### config.mk
export PLATFORM = sky130hd
export DESIGN_NAME = pbus_cycle_engine
export DESIGN_NICKNAME = d
export VERILOG_FILES = /design/src/rtl/pbus_cycle_pkg.sv /design/src/rtl/pbus_wbuf.sv /design/src/rtl/pbus_phase_timer.sv /design/src/rtl/pbus_seq_fsm.sv /design/src/rtl/pbus_cycle_engine.sv
export SDC_FILE = /design/constraint.sdc
export NUM_CORES = 1
export LEC_CHECK = 0
export ABC_AREA = 1
export CAP_MARGIN = 20
export CORE_AREA = 2 2 176 221
export CTS_CLUSTER_DIAMETER = 150
export CTS_CLUSTER_SIZE = 16
export DETAILED_ROUTE_END_ITERATION = 7
export DIE_AREA = 0 0 178 223
export DONT_BUFFER_PORTS = 1
export PLACE_DENSITY = 0.51
export RECOVER_POWER = 25
export SLEW_MARGIN = 15
export SYNTH_ARGS = -nofsm -noshare
export SYNTH_HDL_FRONTEND = slang
export SYNTH_SLANG_ARGS = --single-unit
### constraint.sdc
create_clock -name clk -period 3.83 [get_ports clk]
set_clock_uncertainty 0.2 [all_clocks]
set_input_delay 0.766 -clock clk [delete_from_list [all_inputs] [get_ports clk]]
set_output_delay 0.766 -clock clk [all_outputs]
set_load 0.02 [all_outputs]
### src/rtl/pbus_cycle_pkg.sv
package pbus_cycle_pkg;

    typedef enum logic [2:0] {
        ST_IDLE,
        ST_SETUP,
        ST_LEAD,
        ST_STROBE,
        ST_STALL,
        ST_TRAIL,
        ST_HOLD,
        ST_GAP
    } cyc_state_t;

    localparam int MULT_CODE_W = 2;

    function automatic logic strobe_phase(input cyc_state_t s);
        return (s == ST_STROBE) || (s == ST_STALL) || (s == ST_TRAIL);
    endfunction

    function automatic logic select_phase(input cyc_state_t s);
        return (s == ST_LEAD) || strobe_phase(s) || (s == ST_HOLD);
    endfunction

endpackage

### src/rtl/pbus_wbuf.sv
module pbus_wbuf #(
    parameter int ADDR_W = 8,
    parameter int DATA_W = 16,
    parameter int DEPTH  = 8
) (
    input  logic              clk,
    input  logic              rst_n,
    input  logic              push,
    input  logic [ADDR_W-1:0] push_addr,
    input  logic [DATA_W-1:0] push_data,
    input  logic              pop,
    output logic [ADDR_W-1:0] head_addr,
    output logic [DATA_W-1:0] head_data,
    output logic              empty,
    output logic              full
);
    localparam int PW    = (DEPTH > 1) ? $clog2(DEPTH) : 1;
    localparam int CW    = PW + 1;
    localparam int ENT_W = ADDR_W + DATA_W;

    logic [ENT_W-1:0] mem [DEPTH];
    logic [PW-1:0]    wr_ptr, rd_ptr;
    logic [CW-1:0]    count;

    assign empty = (count == '0);
    assign full  = (count == CW'(DEPTH));
    assign {head_addr, head_data} = mem[rd_ptr];

    function automatic logic [PW-1:0] bump(input logic [PW-1:0] p);
        return (p == PW'(DEPTH - 1)) ? '0 : p + 1'b1;
    endfunction

    always_ff @(posedge clk) begin
        if (push) mem[wr_ptr] <= {push_addr, push_data};
    end

    always_ff @(posedge clk or negedge rst_n) begin
        if (!rst_n) begin
            wr_ptr <= '0;
            rd_ptr <= '0;
            count  <= '0;
        end else begin
            if (push) wr_ptr <= bump(wr_ptr);
            if (pop)  rd_ptr <= bump(rd_ptr);
            unique case ({push, pop})
                2'b10:   count <= count + 1'b1;
                2'b01:   count <= count - 1'b1;
                default: count <= count;
            endcase
        end
    end
endmodule

### src/rtl/pbus_phase_timer.sv
module pbus_phase_timer #(
    parameter int FIELD_W = 4
) (
    input  logic               clk,
    input  logic               rst_n,
    input  logic               load,
    input  logic [FIELD_W-1:0] field,
    input  logic [1:0]         mult,
    output logic               expired
);
    localparam int LW = FIELD_W + 4;

    logic [LW-1:0] cnt;
    logic [LW-1:0] span;

    always_comb begin
        span = (({{(LW-FIELD_W){1'b0}}, field} + 1'b1) << mult) - 1'b1;
    end

    always_ff @(posedge clk or negedge rst_n) begin
        if (!rst_n)          cnt <= '0;
        else if (load)       cnt <= span;
        else if (cnt != '0)  cnt <= cnt - 1'b1;
    end

    assign expired = (cnt == '0);
endmodule

### src/rtl/pbus_seq_fsm.sv
module pbus_seq_fsm
    import pbus_cycle_pkg::*;
#(
    parameter int ADDR_W  = 8,
    parameter int DATA_W  = 16,
    parameter int FIELD_W = 4
) (
    input  logic               clk,
    input  logic               rst_n,
    input  logic               cfg_enable,
    input  logic               cfg_wait_mode,
    input  logic [FIELD_W-1:0] cfg_adr,
    input  logic [FIELD_W-1:0] cfg_ce,
    input  logic [FIELD_W-1:0] cfg_oe,
    input  logic [FIELD_W-1:0] cfg_we,
    input  logic [FIELD_W-1:0] cfg_rd_hld,
    input  logic [FIELD_W-1:0] cfg_wr_hld,
    input  logic [FIELD_W-1:0] cfg_wait,
    input  logic [FIELD_W-1:0] cfg_pause,
    input  logic               wq_empty,
    input  logic [ADDR_W-1:0]  wq_addr,
    input  logic [DATA_W-1:0]  wq_data,
    output logic               wq_pop,
    input  logic               rd_go,
    input  logic [ADDR_W-1:0]  rd_addr,
    input  logic               tmr_expired,
    output logic               tmr_load,
    output logic [FIELD_W-1:0] tmr_field,
    input  logic               bus_ready,
    input  logic [DATA_W-1:0]  bus_rdata,
    output logic               idle,
    output logic [ADDR_W-1:0]  bus_addr,
    output logic [DATA_W-1:0]  bus_wdata,
    output logic               bus_data_oe,
    output logic               bus_cs_n,
    output logic               bus_oe_n,
    output logic               bus_we_n,
    output logic               rsp_done,
    output logic [DATA_W-1:0]  rsp_rdata
);
    cyc_state_t        state, state_nx;
    logic              cur_write;
    logic [ADDR_W-1:0] cur_addr;
    logic [DATA_W-1:0] cur_wdata;

    // state register
    always_ff @(posedge clk or negedge rst_n) begin
        if (!rst_n) state <= ST_IDLE;
        else        state <= state_nx;
    end

    // next state
    always_comb begin
        state_nx = state;
        wq_pop   = 1'b0;
        unique case (state)
            ST_IDLE: begin
                if (cfg_enable && !wq_empty) begin
                    state_nx = ST_SETUP;
                    wq_pop   = 1'b1;
                end else if (rd_go) begin
                    state_nx = ST_SETUP;
                end
            end
            ST_SETUP:  if (tmr_expired) state_nx = ST_LEAD;
            ST_LEAD:   if (tmr_expired) state_nx = ST_STROBE;
            ST_STROBE: begin
                if (tmr_expired) begin
                    if (!cfg_wait_mode)  state_nx = ST_HOLD;
                    else if (bus_ready)  state_nx = ST_TRAIL;
                    else                 state_nx = ST_STALL;
                end
            end
            ST_STALL:  if (bus_ready)   state_nx = ST_TRAIL;
            ST_TRAIL:  if (tmr_expired) state_nx = ST_HOLD;
            ST_HOLD:   if (tmr_expired) state_nx = ST_GAP;
            ST_GAP:    if (tmr_expired) state_nx = ST_IDLE;
        endcase
    end

    // phase field for the timer, chosen by the phase being entered
    always_comb begin
        tmr_load  = (state_nx != state);
        tmr_field = '0;
        unique case (state_nx)
            ST_SETUP:  tmr_field = cfg_adr;
            ST_LEAD:   tmr_field = cfg_ce;
            ST_STROBE: tmr_field = cur_write ? cfg_we : cfg_oe;
            ST_TRAIL:  tmr_field = cfg_wait;
            ST_HOLD:   tmr_field = cur_write ? cfg_wr_hld : cfg_rd_hld;
            ST_GAP:    tmr_field = cfg_pause;
            default:   tmr_field = '0;
        endcase
    end

    // operation latch, read capture and completion
    always_ff @(posedge clk or negedge rst_n) begin
        if (!rst_n) begin
            cur_write <= 1'b0;
            cur_addr  <= '0;
            cur_wdata <= '0;
            rsp_done  <= 1'b0;
            rsp_rdata <= '0;
        end else begin
            if (state == ST_IDLE && state_nx == ST_SETUP) begin
                cur_write <= wq_pop;
                cur_addr  <= wq_pop ? wq_addr : rd_addr;
                cur_wdata <= wq_pop ? wq_data : '0;
            end
            if (strobe_phase(state) && state_nx == ST_HOLD && !cur_write)
                rsp_rdata <= bus_rdata;
            rsp_done <= (state == ST_GAP) && (state_nx == ST_IDLE) && !cur_write;
        end
    end

    // outputs
    always_comb begin
        idle        = (state == ST_IDLE);
        bus_addr    = cur_addr;
        bus_wdata   = cur_wdata;
        bus_cs_n    = !select_phase(state);
        bus_oe_n    = !(strobe_phase(state) && !cur_write);
        bus_we_n    = !(strobe_phase(state) && cur_write);
        bus_data_oe = cur_write && (state == ST_SETUP || select_phase(state));
    end
endmodule

### src/rtl/pbus_cycle_engine.sv
module pbus_cycle_engine #(
    parameter int ADDR_W  = 8,
    parameter int DATA_W  = 16,
    parameter int FIELD_W = 4,
    parameter int WB_DEPTH = 8
) (
    input  logic               clk,
    input  logic               rst_n,
    input  logic               cfg_enable,
    input  logic               cfg_wait_mode,
    input  logic [1:0]         cfg_mult,
    input  logic [FIELD_W-1:0] cfg_adr,
    input  logic [FIELD_W-1:0] cfg_ce,
    input  logic [FIELD_W-1:0] cfg_oe,
    input  logic [FIELD_W-1:0] cfg_we,
    input  logic [FIELD_W-1:0] cfg_rd_hld,
    input  logic [FIELD_W-1:0] cfg_wr_hld,
    input  logic [FIELD_W-1:0] cfg_wait,
    input  logic [FIELD_W-1:0] cfg_pause,
    input  logic               req_valid,
    input  logic               req_write,
    input  logic [ADDR_W-1:0]  req_addr,
    input  logic [DATA_W-1:0]  req_wdata,
    output logic               req_ready,
    output logic               rsp_done,
    output logic [DATA_W-1:0]  rsp_rdata,
    output logic [ADDR_W-1:0]  bus_addr,
    output logic [DATA_W-1:0]  bus_wdata,
    output logic               bus_data_oe,
    input  logic [DATA_W-1:0]  bus_rdata,
    input  logic               bus_ready,
    output logic               bus_cs_n,
    output logic               bus_oe_n,
    output logic               bus_we_n
);
    logic              wq_empty, wq_full, wq_pop, wq_push;
    logic [ADDR_W-1:0] wq_addr;
    logic [DATA_W-1:0] wq_data;
    logic              fsm_idle, rd_go, wr_ok, rd_ok;
    logic              tmr_load, tmr_expired;
    logic [FIELD_W-1:0] tmr_field;

    assign wr_ok     = cfg_enable && !wq_full;
    assign rd_ok     = cfg_enable && wq_empty && fsm_idle;
    assign req_ready = req_write ? wr_ok : rd_ok;
    assign wq_push   = req_valid && req_write && wr_ok;
    assign rd_go     = req_valid && !req_write && rd_ok;

    pbus_wbuf #(.ADDR_W(ADDR_W), .DATA_W(DATA_W), .DEPTH(WB_DEPTH)) u_wbuf (
        .clk       (clk),
        .rst_n     (rst_n),
        .push      (wq_push),
        .push_addr (req_addr),
        .push_data (req_wdata),
        .pop       (wq_pop),
        .head_addr (wq_addr),
        .head_data (wq_data),
        .empty     (wq_empty),
        .full      (wq_full)
    );

    pbus_phase_timer #(.FIELD_W(FIELD_W)) u_timer (
        .clk     (clk),
        .rst_n   (rst_n),
        .load    (tmr_load),
        .field   (tmr_field),
        .mult    (cfg_mult),
        .expired (tmr_expired)
    );

    pbus_seq_fsm #(.ADDR_W(ADDR_W), .DATA_W(DATA_W), .FIELD_W(FIELD_W)) u_fsm (
        .clk           (clk),
        .rst_n         (rst_n),
        .cfg_enable    (cfg_enable),
        .cfg_wait_mode (cfg_wait_mode),
        .cfg_adr       (cfg_adr),
        .cfg_ce        (cfg_ce),
        .cfg_oe        (cfg_oe),
        .cfg_we        (cfg_we),
        .cfg_rd_hld    (cfg_rd_hld),
        .cfg_wr_hld    (cfg_wr_hld),
        .cfg_wait      (cfg_wait),
        .cfg_pause     (cfg_pause),
        .wq_empty      (wq_empty),
        .wq_addr       (wq_addr),
        .wq_data       (wq_data),
        .wq_pop        (wq_pop),
        .rd_go         (rd_go),
        .rd_addr       (req_addr),
        .tmr_expired   (tmr_expired),
        .tmr_load      (tmr_load),
        .tmr_field     (tmr_field),
        .bus_ready     (bus_ready),
        .bus_rdata     (bus_rdata),
        .idle          (fsm_idle),
        .bus_addr      (bus_addr),
        .bus_wdata     (bus_wdata),
        .bus_data_oe   (bus_data_oe),
        .bus_cs_n      (bus_cs_n),
        .bus_oe_n      (bus_oe_n),
        .bus_we_n      (bus_we_n),
        .rsp_done      (rsp_done),
        .rsp_rdata     (rsp_rdata)
    );
endmodule

==> implementation parameters, run 1 <==
Parameter                              Value

GRT
  Tot GR Track Use    13.7%
  Wire length of the first global-routing pass    42300 um
  Number of global-route vias before repair    7338
  Pin count of the biggest net entering global routing    76
  Number of antenna violations at the first check in global routing    0
  Total congestion overflow after global routing    0

Clock network
  Cts bufs inserted    19
  Buffers from clock root to sink, at most    3
  Clock H-tree levels    1
  Later-pin clock latency in the skew report    0.50 ns
  Clock tree from TritonCTS    done
  Clock tree sinks    255
  Master cell of the clock root buffer    sky130_fd_sc_hd__clkbuf_16
  Clock edge transition at the registers on the reported setup and hold paths    0.08 ns

Final layout
  Final instance area    12400 um^2
  Non-filler cells in the finished layout    1482
  Final Net Count    1070
  Antenna diodes    0
  Share of post-route cells with drive strength above 1    12.0%
  Area growth syn-to-layout    11.3%

Floorplanning
  Die width    178 um
  Count of boundary I/O pins    127
  Floorplan Core Area    37700 um^2
  Full die area    39700 um^2
  Initial core utilization    29.5%
  Vertical extent of the die    223 um
  Number of standard-cell rows in the floorplan    80

Worst setup path
  Startpoint type of the worst setup path    flip-flop
  FF-to-FF path depth    21
  Largest driver fanout on the critical path    11
  Category of the most critical setup path    flip-flop to flip-flop
  Required arrival time at the worst endpoint    4.05 ns
  CP Capture Type    flip-flop
  Data arrival at the endpoint of the critical path    3.69 ns

Timing
  F_max    288 MHz
  Number of setup violations in the final report    0
  Aggregate negative setup slack    0 ns
  Shortest period the worst path allows    3.47 ns
  Setup repair after global routing missed its margin    no
  Fraction of the cycle the final worst path needs    90.7%
  Final Hold Violating Endpoints    0
  Setup slack after layout    0.355 ns
  Worst relative slew slack    40.4%
  Transition time of the tightest slew-check pin    0.893 ns
  Slew Viols, Final    0

Yosys
  Top-area cell type share of the netlist area    51.9%
  Cell count after synthesis    977
  Post-synthesis async set-or-reset flop share    24.7%
  Syn Std Cell Area    11100 um^2
  Count of distinct cell types in the synthesized netlist    44
  Yosys warning count    0
  Average footprint of a synthesized cell    11.4 um^2
  Most used flip-flop cell after synthesis    sky130_fd_sc_hd__edfxtp_1
  Number of enable-type register cells in the synthesized netlist    192
  Total of flip-flops plus latches after synthesis    255
  Top cells by area, synth    sky130_fd_sc_hd__edfxtp_1 52%, sky130_fd_sc_hd__dfrtp_1 14%, sky130_fd_sc_hd__nor2_1 5.5%
  Post-synth top area cell    sky130_fd_sc_hd__edfxtp_1
  Sequential area share after synthesis    66.0%
  Total nets after synthesis    1069

Placed design
  HPWL after detailed placement    17100 um
  Placed Cells incl. Taps    1447
  Pre-CTS setup slack    0.250 ns
  Buffers on Ports    0
  Post-placement cell area    11800 um^2
  Final estimated routing congestion in global placement    0.872

Run
  Max-capacitance violation count    0

Run status
  Outcome    completed

Pwr
  Leakage Power    0.00460 uW
  Ratio of total power to cell area    705 nW/um^2
  Worst vdd ir    260 uV

Hold path
  Worst min path class    input port to flip-flop
  Hold path depth    0

Drt
  Average routed wire per standard cell    18.5 um
  Antenna-violating nets left    0
  Drt first-iter violations    446
  Vias after detailed routing    7190
  Router iterations before antenna repair    5
  Total Routed Length    27400 um
  Vias per std cell    4.85
  DRC violations left    0
path summary, 6_finish.rpt:
| check | startpoint | end | slack, ns |
|---|---|---|---|
| max | u_timer.cnt[7] | u_timer.cnt[5] | 0.36 |
| min | req_addr[1] | u_wbuf.mem[1][17] | 0.15 |
| max reg2reg | u_timer.cnt[7] | u_timer.cnt[5] | 0.36 |
| min reg2reg | u_wbuf.count[0] | u_wbuf.count[0] | 0.27 |
| max in group asynchronous | rst_n | u_wbuf.rd_ptr[0] | 2.47 |
| min in group asynchronous | rst_n | u_fsm.rsp_rdata[10] | 0.62 |
power breakdown:
part,total (uW),switching [uW],internal (uW)
sequential,3660,400,3260
combinational,3190,2160,1030
clock,1880,939,944
total,8730,3490,5230
layout by cell type, fill, tap and decap left out, types with 3 or more instances in the layout:
cell and count:
sky130_fd_sc_hd__edfxtp_1 192, sky130_fd_sc_hd__nor2_1 154, sky130_fd_sc_hd__nand2_1 124, sky130_fd_sc_hd__o21ai_0 104, sky130_fd_sc_hd__dfrtp_1 61, sky130_fd_sc_hd__nand3_1 44, sky130_fd_sc_hd__inv_1 42, sky130_fd_sc_hd__o211ai_1 34
sky130_fd_sc_hd__buf_4 26, sky130_fd_sc_hd__clkbuf_16 19, sky130_fd_sc_hd__nand4_1 16, sky130_fd_sc_hd__mux2_2 16, sky130_fd_sc_hd__nor2_2 15, sky130_fd_sc_hd__mux2i_1 15, sky130_fd_sc_hd__a21oi_1 14, sky130_fd_sc_hd__o221ai_1 14
sky130_fd_sc_hd__clkbuf_1 13, sky130_fd_sc_hd__ha_1 10, sky130_fd_sc_hd__nand2_2 8, sky130_fd_sc_hd__nand3_2 8, sky130_fd_sc_hd__a31oi_1 8, sky130_fd_sc_hd__o21ai_1 5, sky130_fd_sc_hd__inv_2 4, sky130_fd_sc_hd__nor2_4 4
sky130_fd_sc_hd__a21oi_2 3, sky130_fd_sc_hd__xor2_1 3, sky130_fd_sc_hd__or2_2 3, sky130_fd_sc_hd__buf_12 3
routing by layer:
| layer | part of all wire (%) | global-route usage (%) |
|---|---|---|
| met3 | 5.7 | 2.62 |
| met2 | 49 | 24.3 |
| met4 | 1.9 | 3.04 |
| met5 | 0 | 0 |
| met1 | 43 | 17.2 |
worst max-delay path, cell delays in order (launching register included):
cell and delay, ns:
sky130_fd_sc_hd__dfrtp_1 0.39, sky130_fd_sc_hd__nor2_2 0.17, sky130_fd_sc_hd__nand2_2 0.11, sky130_fd_sc_hd__nor2_8 0.19
sky130_fd_sc_hd__nand2_1 0.07, sky130_fd_sc_hd__nand3_1 0.11, sky130_fd_sc_hd__nand2_1 0.10, sky130_fd_sc_hd__nand2_4 0.16
sky130_fd_sc_hd__nor2_1 0.10, sky130_fd_sc_hd__nand3_1 0.08, sky130_fd_sc_hd__nand2_1 0.06, sky130_fd_sc_hd__nor2_1 0.12
sky130_fd_sc_hd__nand2_2 0.13, sky130_fd_sc_hd__ha_1 0.25, sky130_fd_sc_hd__nand3b_1 0.21, sky130_fd_sc_hd__nand3_2 0.11
sky130_fd_sc_hd__nand2_1 0.07, sky130_fd_sc_hd__a21oi_2 0.18, sky130_fd_sc_hd__nand2_1 0.13, sky130_fd_sc_hd__nand3_2 0.12
sky130_fd_sc_hd__nand3_1 0.10, sky130_fd_sc_hd__a21oi_1 0.21
synthesized netlist by cell type (4+ instances only):
cell type / n
sky130_fd_sc_hd__buf_2: 4
sky130_fd_sc_hd__mux2i_1: 15
sky130_fd_sc_hd__o211ai_1: 34
sky130_fd_sc_hd__nand2_1: 125
sky130_fd_sc_hd__inv_1: 43
sky130_fd_sc_hd__ha_1: 10
sky130_fd_sc_hd__nor2_2: 7
sky130_fd_sc_hd__mux2_2: 16
sky130_fd_sc_hd__nand3_1: 44
sky130_fd_sc_hd__nor2_1: 162
sky130_fd_sc_hd__buf_1: 4
sky130_fd_sc_hd__o21ai_0: 105
sky130_fd_sc_hd__nand3_2: 9
sky130_fd_sc_hd__a21oi_1: 14
sky130_fd_sc_hd__edfxtp_1: 192
sky130_fd_sc_hd__inv_2: 4
sky130_fd_sc_hd__nand2_2: 8
sky130_fd_sc_hd__o21ai_1: 4
sky130_fd_sc_hd__dfrtp_1: 63
sky130_fd_sc_hd__clkbuf_1: 40
sky130_fd_sc_hd__a31oi_1: 8
sky130_fd_sc_hd__nand4_1: 16
sky130_fd_sc_hd__o221ai_1: 14
sky130_fd_sc_hd__nor2_4: 4
stage by stage:
| step | utilization (%) | total power (uW) | hold WS [ns] |
|---|---|---|---|
| CTS | 32.8 | 8840 | 0.122 |
| finish | 32.8 | 8730 | 0.154 |
| global route | 32.8 | 9380 | 0.128 |
| global placement | 31.3 | 6850 | 0.263 |
| detailed placement | 31.3 | 6910 | 0.263 |
| floorplan | - | 6060 | 0.246 |
registers in the layout, summed over array words and instances, names as in the netlist:
name             cells
u_wbuf.mem         192
u_fsm.bus_wdata     16
u_fsm.rsp_rdata     16
u_fsm.bus_addr       8
u_timer.cnt          8
u_wbuf.count         4
u_fsm.state          3
u_wbuf.rd_ptr        3
u_wbuf.wr_ptr        3
u_fsm.cur_write      1
u_fsm.rsp_done       1
what timing repair did:
action / in CTS / in global routing
setup buffers: 0 / 0
setup endpoints to repair: 0 / 5
endpoints found under the hold margin: 63 / 0
gates resized for setup: 0 / 4
hold buffers: 2 / 0
logic make-up after synthesis:
kind of cell | synth area share (%)
xor gates and xnor gates | 0.315
buffers and inverters | 3.59
DFF | 66.0
adders and majority gates | 1.31
and+or+nand+nor | 15.5
muxes | 2.97
AOI/OAI and AO/OA | 10.3
final cells by class:
| cell class | count | area (um^2) |
|---|---|---|
| flip-flops and latches | 255 | 7340 |
| repair buffers | 31 | 293 |
| multi-input cells | 623 | 3410 |
| inverters | 48 | 181 |
| well taps | 492 | 616 |
| fillers | 3791 | 25400 |
| clock buffers | 33 | 532 |
Power figures use the tool's default switching activity.
==> run 2, diff against run 1 <==
CORE_AREA = 2 2 196 198   (was 2 2 176 221)
DIE_AREA = 0 0 198 200   (was 0 0 178 223)
==> implementation parameters, run 2 (synthesis results as in run 1) <==
Parameter                              Value

Run
  Max-capacitance violation count    0 (unchanged)

Run status
  Outcome    completed (unchanged)

Drt
  Total Routed Length    27300 um (was 27400 um)
  Drt first-iter violations    440 (was 446)
  Vias after detailed routing    7178 (was 7190)
  Vias per std cell    4.80 (was 4.85)
  DRC violations left    0 (unchanged)
  Antenna-violating nets left    0 (unchanged)
  Router iterations before antenna repair    5 (unchanged)
  Average routed wire per standard cell    18.3 um (was 18.5 um)

Worst setup path
  CP Cell Sequence    nor2_2, nand2_2, nor2_8, nand3_2, nand3b_1, nand3_2, nand4_1, nand2_1, nor2_1, nand2_2, ha_1, nand2_1, o21ai_1, nand2_1, nand2_1, inv_1, ha_1, or2_2, a21oi_1 (was nor2_2, nand2_2, nor2_8, nand2_1, nand3_1, nand2_1, nand2_4, nor2_1, nand3_1, nand2_1, nor2_1, nand2_2, ha_1, nand3b_1, nand3_2, nand2_1, a21oi_2, nand2_1, nand3_2, nand3_1, a21oi_1)
  Gate family responsible for the most delay along the worst path    simple AND/OR/NAND/NOR gates (unchanged)
  Data arrival at the endpoint of the critical path    3.73 ns (was 3.69 ns)
  Required arrival time at the worst endpoint    4.04 ns (was 4.05 ns)
  Slowest CP cell    sky130_fd_sc_hd__dfrtp_1 (unchanged)
  Worst path buffer plus inverter count    1 (was 0)
  Critical R2R Capture    u_timer.cnt[2] (was u_timer.cnt[5])
  Slack of the worst reg-to-reg path    0.31 ns (was 0.36 ns)
  Largest driver fanout on the critical path    11 (unchanged)
  Startpoint type of the worst setup path    flip-flop (unchanged)
  Most repeated library cell on the critical path    sky130_fd_sc_hd__nand2_1 (unchanged)
  R2R Path Start    u_timer.cnt[7] (unchanged)
  Category of the most critical setup path    flip-flop to flip-flop (unchanged)
  FF-to-FF path depth    19 (was 21)
  CP peak stage delay    0.39 ns (about the same)
  CP Capture Type    flip-flop (unchanged)

Timing
  F_max    284 MHz (was 288 MHz)
  Setup repair after global routing missed its margin    no (unchanged)
  Aggregate negative setup slack    0 ns (unchanged)
  Transition time of the tightest slew-check pin    0.745 ns (was 0.893 ns)
  Worst relative slew slack    49.9% (was 40.4%)
  Shortest period the worst path allows    3.52 ns (was 3.47 ns)
  Number of setup violations in the final report    0 (unchanged)
  Slew Viols, Final    0 (unchanged)
  Final Hold Violating Endpoints    0 (unchanged)
  Fraction of the cycle the final worst path needs    92.0% (was 90.7%)

Pwr
  Ratio of total power to cell area    704 nW/um^2 (was 705 nW/um^2)
  Worst vdd ir    312 uV (was 260 uV)
  Leakage Power    0.00456 uW (was 0.00460 uW)

GRT
  Tot GR Track Use    13.6% (was 13.7%)
  Number of global-route vias before repair    6904 (was 7338)
  Pin count of the biggest net entering global routing    64 (was 76)
  Wire length of the first global-routing pass    41200 um (was 42300 um)
  Total congestion overflow after global routing    0 (unchanged)
  Number of antenna violations at the first check in global routing    0 (unchanged)

Floorplanning
  Floorplan Core Area    37400 um^2 (was 37700 um^2)
  Die width    198 um (was 178 um)
  Vertical extent of the die    200 um (was 223 um)
  Initial core utilization    29.7% (was 29.5%)
  Number of standard-cell rows in the floorplan    71 (was 80)
  Count of boundary I/O pins    127 (unchanged)
  Full die area    39600 um^2 (was 39700 um^2)

Final layout
  Area growth syn-to-layout    10.8% (was 11.3%)
  Non-filler cells in the finished layout    1495 (was 1482)
  Final Net Count    1064 (was 1070)
  Antenna diodes    0 (unchanged)
  Register with the most flip-flops    u_wbuf.mem (unchanged)
  Share of post-route cells with drive strength above 1    11.6% (was 12.0%)
  Number of flip-flops in the largest register    192 (unchanged)
  Share of the core filled with cells    32.9% (was 32.8%)
  Commonest non-fill, non-tap cell in the layout    sky130_fd_sc_hd__edfxtp_1 (unchanged)
  Leading cell types in the layout, fill and taps excluded    192 x sky130_fd_sc_hd__edfxtp_1, 153 x sky130_fd_sc_hd__nor2_1, 124 x sky130_fd_sc_hd__nand2_1 (was 192 x sky130_fd_sc_hd__edfxtp_1, 154 x sky130_fd_sc_hd__nor2_1, 124 x sky130_fd_sc_hd__nand2_1)

Placed design
  Final estimated routing congestion in global placement    0.810 (was 0.872)
  Buffers on Ports    0 (unchanged)
  HPWL after detailed placement    16300 um (was 17100 um)
  Placed Cells incl. Taps    1460 (was 1447)

Clock network
  Cts bufs inserted    19 (unchanged)
  Master cell of the clock root buffer    sky130_fd_sc_hd__clkbuf_16 (unchanged)
  Clock H-tree levels    1 (unchanged)
  Buffers from clock root to sink, at most    3 (unchanged)
  Clock tree from TritonCTS    done (unchanged)
  Clock edge transition at the registers on the reported setup and hold paths    0.08 ns (about the same)
  Setup repair bufs after CTS    0 (unchanged)
  Clock tree sinks    255 (unchanged)
  Later-pin clock latency in the skew report    0.50 ns (about the same)

Hold path
  Worst min path class    input port to flip-flop (unchanged)
  Hold path depth    0 (unchanged)
  Worst hold path startpoint    req_addr[1] (unchanged)
  Worst Hold Endpoint    u_wbuf.mem[4][17] (was u_wbuf.mem[1][17])
==> run 2: how the worst max path moves through the flow <==
stage                         startpoint  depth (start not counted)  slack, ns              to
final                     u_timer.cnt[7]                         19       0.31  u_timer.cnt[2]
after global routing      u_timer.cnt[7]                         19      0.003  u_timer.cnt[2]
after detailed placement  u_timer.cnt[7]                         19       0.25  u_timer.cnt[2]
after floorplan                req_write                         20       0.69  u_timer.cnt[2]
after global placement    u_timer.cnt[7]                         19       0.37  u_timer.cnt[5]
after CTS                 u_timer.cnt[7]                         19       0.23  u_timer.cnt[2]
==> run 2: layout make-up <==
cell class	count	area [um^2]
Tap cell	511	639
Inverter	48	180
Fill cell	3715	25100
Multi-Input combinational cell	623	3400
Sequential cell	255	7340
Clock buffer	33	532
Timing Repair Buffer	25	223
==> run 2: through the flow <==
step / hold slack, ns / power, uW / setup slack, ns / instance area (um^2)
3_3_place_gp: 0.264 / 6840 / 0.366 / 11700
5_1_grt: 0.122 / 9320 / 0.00281 / 12300
4_1_cts: 0.138 / 8780 / 0.227 / 12300
2_1_floorplan: 0.246 / 6060 / 0.692 / 11100
6_report: 0.160 / 8670 / 0.307 / 12300
3_5_place_dp: 0.263 / 6890 / 0.254 / 11700
==> run 2: worst reg2reg max path: stages (launching register included) <==
cell,delay [ns]
sky130_fd_sc_hd__dfrtp_1,0.39
sky130_fd_sc_hd__nor2_2,0.16
sky130_fd_sc_hd__nand2_2,0.11
sky130_fd_sc_hd__nor2_8,0.19
sky130_fd_sc_hd__nand3_2,0.09
sky130_fd_sc_hd__nand3b_1,0.10
sky130_fd_sc_hd__nand3_2,0.26
sky130_fd_sc_hd__nand4_1,0.19
sky130_fd_sc_hd__nand2_1,0.09
sky130_fd_sc_hd__nor2_1,0.14
sky130_fd_sc_hd__nand2_2,0.13
sky130_fd_sc_hd__ha_1,0.34
sky130_fd_sc_hd__nand2_1,0.06
sky130_fd_sc_hd__o21ai_1,0.12
sky130_fd_sc_hd__nand2_1,0.08
sky130_fd_sc_hd__nand2_1,0.09
sky130_fd_sc_hd__inv_1,0.05
sky130_fd_sc_hd__ha_1,0.20
sky130_fd_sc_hd__or2_2,0.30
sky130_fd_sc_hd__a21oi_1,0.16
==> run 2: timing repair <==
item,4_1_cts,5_1_grt
setup endpoints to repair,0,3
hold endpoints to repair,63,0
hold buffers,2,0
gates resized for setup,0,2
==> run 2: metal layers <==
| layer | global-route usage, % | share of wire, % | vias up |
|---|---|---|---|
| li1 | - | - | 3448 |
| met1 | 18.0 | 45 | 3527 |
| met2 | 23.1 | 48 | 184 |
| met3 | 3.44 | 6.9 | 19 |
| met4 | 1.73 | 0.76 | 0 |
| met5 | 0 | 0 | - |
==> run 2: power by group <==
group,leakage [uW],internal (uW),switching [uW]
logic,0.00178,1030,2100
clock network,0.000254,943,906
registers,0.00253,3260,432
